===== src/rtl/uas_pkg.sv =====
package uas_pkg;
   typedef enum logic [1:0] {
      SZ_BYTE = 2'd0,
      SZ_HALF = 2'd1,
      SZ_WORD = 2'd2,
      SZ_PAIR = 2'd3
   } xfer_size_e;

   localparam int unsigned MAX_PARTS  = 3;
   localparam int unsigned BUS_BYTES  = 4;
   localparam int unsigned REQ_BYTES  = 8;
   localparam int unsigned BUS_DW     = BUS_BYTES * 8;
   localparam int unsigned REQ_DW     = REQ_BYTES * 8;
endpackage


===== src/rtl/uas_planner.sv =====
module uas_planner
   import uas_pkg::*;
(
   input  xfer_size_e                    size_i,
   input  logic [1:0]                    off_i,
   input  logic                          priv_i,
   output logic                          illegal_o,
   output logic [1:0]                    nparts_o,
   output logic [MAX_PARTS-1:0][1:0]     part_sz_o
);
   always_comb begin
      illegal_o = 1'b0;
      nparts_o  = 2'd1;
      part_sz_o = '0;
      unique case (size_i)
         SZ_BYTE: part_sz_o[0] = SZ_BYTE;
         SZ_HALF: begin
            if (!off_i[0]) begin
               part_sz_o[0] = SZ_HALF;
            end else begin
               nparts_o     = 2'd2;
               part_sz_o[0] = SZ_BYTE;
               part_sz_o[1] = SZ_BYTE;
               illegal_o    = priv_i;
            end
         end
         SZ_WORD: begin
            illegal_o = priv_i && (off_i != 2'd0);
            unique case (off_i)
               2'd0: part_sz_o[0] = SZ_WORD;
               2'd2: begin
                  nparts_o     = 2'd2;
                  part_sz_o[0] = SZ_HALF;
                  part_sz_o[1] = SZ_HALF;
               end
               default: begin
                  nparts_o     = 2'd3;
                  part_sz_o[0] = SZ_BYTE;
                  part_sz_o[1] = SZ_HALF;
                  part_sz_o[2] = SZ_BYTE;
               end
            endcase
         end
         default: begin
            nparts_o     = 2'd2;
            part_sz_o[0] = SZ_WORD;
            part_sz_o[1] = SZ_WORD;
            illegal_o    = (off_i != 2'd0);
         end
      endcase
   end
endmodule


===== src/rtl/uas_addr_step.sv =====
module uas_addr_step #(
   parameter int unsigned ADDR_W    = 32,
   parameter bit          WRAP_EN   = 1'b0,
   parameter int unsigned WRAP_BITS = 29
) (
   input  logic [ADDR_W-1:0] addr_i,
   input  logic [1:0]        sz_i,
   output logic [ADDR_W-1:0] next_o
);
   logic [3:0] incr;
   assign incr = 4'd1 << sz_i;

   if (WRAP_EN) begin : g_wrap
      logic [WRAP_BITS-1:0] low_sum;
      assign low_sum = addr_i[WRAP_BITS-1:0] + WRAP_BITS'(incr);
      if (WRAP_BITS == ADDR_W) begin : g_full
         assign next_o = low_sum;
      end else begin : g_part
         assign next_o = {addr_i[ADDR_W-1:WRAP_BITS], low_sum};
      end
   end else begin : g_flat
      assign next_o = addr_i + ADDR_W'(incr);
   end
endmodule


===== src/rtl/uas_lane_steer.sv =====
module uas_lane_steer
   import uas_pkg::*;
(
   input  logic [1:0]        lane_i,
   input  logic [1:0]        sz_i,
   input  logic [2:0]        done_bytes_i,
   input  logic [REQ_DW-1:0] wdata_i,
   input  logic [BUS_DW-1:0] rdata_i,
   input  logic [REQ_DW-1:0] acc_i,
   output logic [BUS_DW-1:0] wdata_o,
   output logic [BUS_BYTES-1:0] strb_o,
   output logic [REQ_DW-1:0] acc_o
);
   logic [REQ_DW-1:0]    src;
   logic [BUS_BYTES-1:0] base_mask;
   logic [BUS_DW-1:0]    picked;
   logic [BUS_DW-1:0]    keep;

   always_comb begin
      unique case (sz_i)
         2'd0:    base_mask = 4'b0001;
         2'd1:    base_mask = 4'b0011;
         default: base_mask = 4'b1111;
      endcase
   end

   assign src     = wdata_i >> {done_bytes_i, 3'b000};
   assign wdata_o = src[BUS_DW-1:0] << {lane_i, 3'b000};
   assign strb_o  = base_mask << lane_i;
   assign picked  = rdata_i >> {lane_i, 3'b000};

   for (genvar b = 0; b < BUS_BYTES; b++) begin : g_keep
      assign keep[8*b +: 8] = {8{base_mask[b]}};
   end

   assign acc_o = acc_i | ({{(REQ_DW-BUS_DW){1'b0}}, picked & keep} << {done_bytes_i, 3'b000});
endmodule


===== src/rtl/uas_splitter.sv =====
module uas_splitter
   import uas_pkg::*;
#(
   parameter int unsigned ADDR_W    = 32,
   parameter bit          WRAP_EN   = 1'b0,
   parameter int unsigned WRAP_BITS = 29
) (
   input  logic              clk,
   input  logic              rst_n,
   input  logic              req_valid,
   output logic              req_ready,
   input  logic              req_write,
   input  logic [1:0]        req_size,
   input  logic              req_priv,
   input  logic [ADDR_W-1:0] req_addr,
   input  logic [63:0]       req_wdata,
   output logic              rsp_done,
   output logic              rsp_fault,
   output logic [63:0]       rsp_rdata,
   output logic              bus_req,
   input  logic              bus_ack,
   input  logic              bus_err,
   output logic              bus_write,
   output logic [1:0]        bus_size,
   output logic [ADDR_W-1:0] bus_addr,
   output logic [31:0]       bus_wdata,
   output logic [3:0]        bus_strb,
   input  logic [31:0]       bus_rdata
);
   if (ADDR_W < 8) begin : g_chk_addr
      $error("uas_splitter: ADDR_W must be at least 8");
   end
   if (WRAP_EN && (WRAP_BITS < 3 || WRAP_BITS > ADDR_W)) begin : g_chk_wrap
      $error("uas_splitter: WRAP_BITS must lie between 3 and ADDR_W");
   end

   typedef enum logic {ST_IDLE, ST_BUS} state_e;

   state_e                       state_q;
   logic [ADDR_W-1:0]            cur_addr_q;
   logic [1:0]                   part_idx_q;
   logic [1:0]                   nparts_q;
   logic [MAX_PARTS-1:0][1:0]    part_sz_q;
   logic [3:0]                   consumed_q;
   logic [REQ_DW-1:0]            wdata_q;
   logic [REQ_DW-1:0]            acc_q;
   logic                         write_q;

   logic                         plan_illegal;
   logic [1:0]                   plan_nparts;
   logic [MAX_PARTS-1:0][1:0]    plan_sz;
   logic [1:0]                   cur_sz;
   logic [ADDR_W-1:0]            nxt_addr;
   logic [REQ_DW-1:0]            acc_nxt;
   logic                         accept;
   logic                         hit;
   logic                         last_part;

   uas_planner u_plan (
      .size_i    (xfer_size_e'(req_size)),
      .off_i     (req_addr[1:0]),
      .priv_i    (req_priv),
      .illegal_o (plan_illegal),
      .nparts_o  (plan_nparts),
      .part_sz_o (plan_sz)
   );

   assign cur_sz = part_sz_q[part_idx_q];

   uas_addr_step #(
      .ADDR_W    (ADDR_W),
      .WRAP_EN   (WRAP_EN),
      .WRAP_BITS (WRAP_BITS)
   ) u_step (
      .addr_i (cur_addr_q),
      .sz_i   (cur_sz),
      .next_o (nxt_addr)
   );

   uas_lane_steer u_lanes (
      .lane_i       (cur_addr_q[1:0]),
      .sz_i         (cur_sz),
      .done_bytes_i (consumed_q[2:0]),
      .wdata_i      (wdata_q),
      .rdata_i      (bus_rdata),
      .acc_i        (acc_q),
      .wdata_o      (bus_wdata),
      .strb_o       (bus_strb),
      .acc_o        (acc_nxt)
   );

   assign req_ready = (state_q == ST_IDLE) && !rsp_done;
   assign accept    = req_valid && req_ready;
   assign bus_req   = (state_q == ST_BUS);
   assign bus_write = write_q;
   assign bus_size  = cur_sz;
   assign bus_addr  = cur_addr_q;
   assign hit       = bus_req && bus_ack;
   assign last_part = (part_idx_q == nparts_q - 2'd1);

   always_ff @(posedge clk or negedge rst_n) begin
      if (!rst_n) begin
         state_q    <= ST_IDLE;
         cur_addr_q <= '0;
         part_idx_q <= '0;
         nparts_q   <= 2'd1;
         part_sz_q  <= '0;
         consumed_q <= '0;
         wdata_q    <= '0;
         acc_q      <= '0;
         write_q    <= 1'b0;
         rsp_done   <= 1'b0;
         rsp_fault  <= 1'b0;
         rsp_rdata  <= '0;
      end else begin
         rsp_done  <= 1'b0;
         rsp_fault <= 1'b0;
         unique case (state_q)
            ST_IDLE: begin
               if (accept) begin
                  if (plan_illegal) begin
                     rsp_done  <= 1'b1;
                     rsp_fault <= 1'b1;
                     rsp_rdata <= '0;
                  end else begin
                     state_q    <= ST_BUS;
                     cur_addr_q <= req_addr;
                     part_idx_q <= '0;
                     nparts_q   <= plan_nparts;
                     part_sz_q  <= plan_sz;
                     consumed_q <= '0;
                     wdata_q    <= req_wdata;
                     acc_q      <= '0;
                     write_q    <= req_write;
                  end
               end
            end
            default: begin
               if (hit) begin
                  if (bus_err) begin
                     state_q   <= ST_IDLE;
                     rsp_done  <= 1'b1;
                     rsp_fault <= 1'b1;
                     rsp_rdata <= '0;
                  end else begin
                     acc_q      <= acc_nxt;
                     consumed_q <= consumed_q + (4'd1 << cur_sz);
                     cur_addr_q <= nxt_addr;
                     part_idx_q <= part_idx_q + 2'd1;
                     if (last_part) begin
                        state_q   <= ST_IDLE;
                        rsp_done  <= 1'b1;
                        rsp_rdata <= acc_nxt;
                     end
                  end
               end
            end
         endcase
      end
   end

   p_aligned_r2: assert property (@(posedge clk) disable iff (!rst_n)
      bus_req |-> (bus_size != 2'd3) &&
                  ((bus_size == 2'd2) ? (bus_addr[1:0] == 2'b00) :
                   (bus_size == 2'd1) ? !bus_addr[0] : 1'b1));

   p_hold_r12: assert property (@(posedge clk) disable iff (!rst_n)
      bus_req && !bus_ack |=> bus_req && $stable(bus_addr) && $stable(bus_size) && $stable(bus_wdata));

   p_busy_r12: assert property (@(posedge clk) disable iff (!rst_n)
      bus_req |-> !req_ready);

   p_strb_r9: assert property (@(posedge clk) disable iff (!rst_n)
      bus_req |-> $countones(bus_strb) == (1 << bus_size));

   // rejected requests fault without a bus transfer
   p_reject_r6: assert property (@(posedge clk) disable iff (!rst_n)
      accept && plan_illegal |=> rsp_done && rsp_fault && !bus_req);

   p_err_r11: assert property (@(posedge clk) disable iff (!rst_n)
      bus_req && bus_ack && bus_err |=> rsp_done && rsp_fault && !bus_req);

   p_pulse_r10: assert property (@(posedge clk) disable iff (!rst_n)
      rsp_done |=> !rsp_done);
endmodule


===== config.mk =====
export PLATFORM = sky130hd
export DESIGN_NAME = uas_splitter
export DESIGN_NICKNAME = d
export VERILOG_FILES = /design/src/rtl/uas_pkg.sv /design/src/rtl/uas_planner.sv /design/src/rtl/uas_addr_step.sv /design/src/rtl/uas_lane_steer.sv /design/src/rtl/uas_splitter.sv
export SDC_FILE = /design/constraint.sdc
export NUM_CORES = 1
export LEC_CHECK = 0
export ABC_AREA = 1
export BUFFER_PORTS_ARGS = -buffer_cell sky130_fd_sc_hd__buf_4
export CAP_MARGIN = 20
export CORE_MARGIN = 2
export CORE_UTILIZATION = 45
export CTS_CLUSTER_SIZE = 30
export DETAILED_ROUTE_END_ITERATION = 8
export GPL_TIMING_DRIVEN = 0
export PLACE_DENSITY_LB_ADDON = 0.25
export SKIP_CTS_REPAIR_TIMING = 1
export SYNTH_ARGS = -nofsm -noshare
export SYNTH_HDL_FRONTEND = slang
export SYNTH_HIERARCHICAL = 1
export SYNTH_SLANG_ARGS = --single-unit

===== constraint.sdc =====
create_clock -name clk -period 5.63 [get_ports clk]
set_clock_uncertainty 0.15 [all_clocks]
set_input_delay 0.2815 -clock clk [delete_from_list [all_inputs] [get_ports clk]]
set_output_delay 0.2815 -clock clk [all_outputs]
set_load 0.05 [all_outputs]

==> results_dict.tcl <==
set metrics [dict create \
    synth_cells 2454 \
    viasPerCell 5.30 \
    cp_max_fo 12 \
    setup_tns_ns 0 \
    cts_sinks 241 \
    hold_ws_ns 0.0598 \
    grt_pass1_wl_mm 93.4 \
    synth_cell_types 45 \
    yosysWarnings 6 \
    synth_top_area_cell "dfrtp_1" \
    synth_top_family_by_area "simple AND/OR/NAND/NOR gates" \
    leakagePower_nw 11.4 \
    synth_edf_count 0 \
    start_kind "flip-flop" \
    placed_area_um2 18700 \
    path_cells "inv_1 -> nand3_1 -> nand2_1 -> or2_1 -> buf_2 -> buf_4 -> o21ai_0 -> o21ai_0 -> buf_4" \
    seq_area_frac_synth_pct 37.6 \
    hold_class "in2async" \
    drv_slew 0 \
    cp_data_required_time_ns 5.20 \
    grt_usage_pct 33.0 \
    hold_viol 0 \
    synth-simple-area-share_pct 42.2 \
    synth_common_cells "1087 x nand2_1, 240 x dfrtp_1, 232 x inv_1" \
    clk_latency_ns 0.58 \
    maxSlewHeadroom_pct 49.3 \
    gp_congestion 0.987 \
    p_per_area_nw_per_um2 691 \
    outcome "complete, no violations" \
    drt_wl_total_mm 63.0 \
    numPortBuffers 275 \
    drive_gt1_share_pct 17.6 \
    first_iter_violations 1577 \
    fmax_mhz 307 \
    io_pins 276 \
    muxShareOfSynthArea_pct 0 \
    worst_path_largest_cell_delay_ns 0.46 \
    antenna_found_initial 1 \
    r2r-end "bus_addr[30]" \
    synth.most_common_cell "nand2_1" \
    synthesis.area_per_instance_um2 6.53 \
    grt_max_degree 120 \
    start_util_pct 45.4 \
    cts-root-buf "clkbuf_16" \
    cp.arrival_ns 2.83 \
    ys_seq_elements 241 \
    period_share_pct 57.9 \
    die_area_um2 37200 \
    ir_worst_vdd_mv 0.983 \
    fin_crit_ns 3.26 \
    synth_xor_area_share_pct 0.874 \
    die_w_um 193 \
    wire_per_inst_um 18.8 \
    overflow 0 \
    cts_max_path_buffers 3 \
    design_area_um2 20800 \
    reg2reg_slack_ns 2.48 \
    htree_num_levels 1 \
    die_h_um 193 \
    syn-cell-area_um2 16000 \
    finalSetupViolCount 0 \
    critPathKind "reg2out" \
    yosysTopAreaCellShare_pct 37.5 \
    yosys-top-cells-area "dfrtp_1 37%, nand2_1 25%, nand3_1 6.7%" \
    grt_pass1_vias 16200 \
    max-cap-violations 0 \
    reg2reg_from "part_idx_q[1]" \
    drt_pass1_iterations 5 \
    dp_hpwl_mm 48.1 \
    ff2ff_path_depth 17 \
    nFillCells 3368 \
    grt_setup_unrepaired "no" \
    tritoncts "done" \
    critPathSlowestCell "nand2_1" \
    fp-row-count 69 \
    drc 0 \
    coreArea_um2 35300 \
    synth-adder-area-share_pct 0.640 \
    end_kind "primary output" \
    nets 3008 \
    clkTransAtPathRegs_ns 0.06 \
    drt.antenna.violating_nets 0 \
    cts_buffers 27 \
    area.growth.synth_to_final_pct 29.5 \
    synthFlopType "dfrtp_1" \
    vias 17700 \
    tightest_slew_ns 0.755 \
    synth_compound_area_share_pct 6.98 \
    synth-async-reset-ratio_pct 100 \
]
sequential cells by signal (all words and copies together), names as in the netlist:
register / cells
part_sz_q: 6
acc_q: 64
bus_write: 1
rsp_done: 1
rsp_fault: 1
wdata_q: 64
bus_req: 1
rsp_rdata: 64
nparts_q: 2
consumed_q: 3
bus_addr: 32
part_idx_q: 2
stage by stage:
stage	utilization (%)	worst slack (ns)	total power, mW	std cells
2_1_floorplan	-	2.73	9.16	2455
3_3_place_gp	52.9	2.13	12.0	3191
3_5_place_dp	53.1	2.52	12.1	3193
4_1_cts	55.9	2.37	14.2	3239
5_1_grt	58.8	2.19	15.3	3343
6_report	58.8	2.37	14.4	3343
kinds of logic after synthesis:
group                      count (synthesis)
xor gates and xnor gates                  16
DFF                                      241
adders and majority gates                  7
buffers and inverters                    389
and+or+nand+nor                         1591
AOI/OAI and AO/OA                        209
other                                      1
report_power, final:
group	internal [mW]	switching, mW
registers	2.47	0.637
clock network	1.24	0.777
logic	2.69	6.54
placed cells by master (no fill, tap or decap), drive strengths merged:
| cell type | count |
|---|---|
| nand2 | 1104 |
| buf | 396 |
| inv | 244 |
| dfrtp | 240 |
| nand3 | 220 |
| nor2 | 167 |
| o21ai | 152 |
| dlygate4sd3 | 103 |
| nand4 | 73 |
| clkbuf | 61 |
| a21oi | 34 |
| xor2 | 10 |
| nand3b | 9 |
| nor3 | 9 |
| or2 | 9 |
| a21o | 8 |
| bufinv | 7 |
| a31o | 6 |
| xnor2 | 6 |
| ha | 5 |
| clkinv | 4 |
| o21bai | 3 |
| o22ai | 2 |
| a22o | 2 |
| fa | 2 |
| a31oi | 2 |
| conb | 2 |
| diode | 1 |
| dfstp | 1 |
critical path: cells and delay by family (launching register included):
family	cells	cell delay [ns]
buffers and inverters	4	0.87
and+or+nand+nor	3	0.72
DFF	1	0.42
AOI/OAI and AO/OA	2	0.23
layout make-up:
class / count / area, um^2 / share of cell area (%)
sequential: 241 / 6030 / 29.1
buffer: 145 / 936 / 4.51
clock buffer: 35 / 736 / 3.54
multi-input combinational: 1825 / 8140 / 39.2
tap: 461 / 577 / 2.78
clock inverter: 11 / 249 / 1.20
antenna: 1 / 2.50 / 0.0121
timing repair buffer: 380 / 3160 / 15.2
inverter: 244 / 932 / 4.49
worst max path at each step:
stage,start,endpoint,depth (start not counted),slack (ns)
global route,part_idx_q[1],bus_addr[30],17,2.19
finish,part_idx_q[1],bus_strb[2],9,2.37
floorplan,part_idx_q[0],bus_addr[30],17,2.73
CTS,part_idx_q[0],bus_strb[2],10,2.37
global placement,rst_n,rsp_rdata[12],1,2.13
detailed placement,part_idx_q[0],bus_addr[30],17,2.52
layer usage:
| metal | share of wire [%] | GRT usage (%) |
|---|---|---|
| met5 | 0 | 0 |
| met4 | 2.6 | 8.10 |
| met3 | 8.8 | 5.91 |
| met2 | 43 | 50.1 |
| met1 | 45 | 48.5 |
No activity file was read; power rests on OpenSTA's default activity.
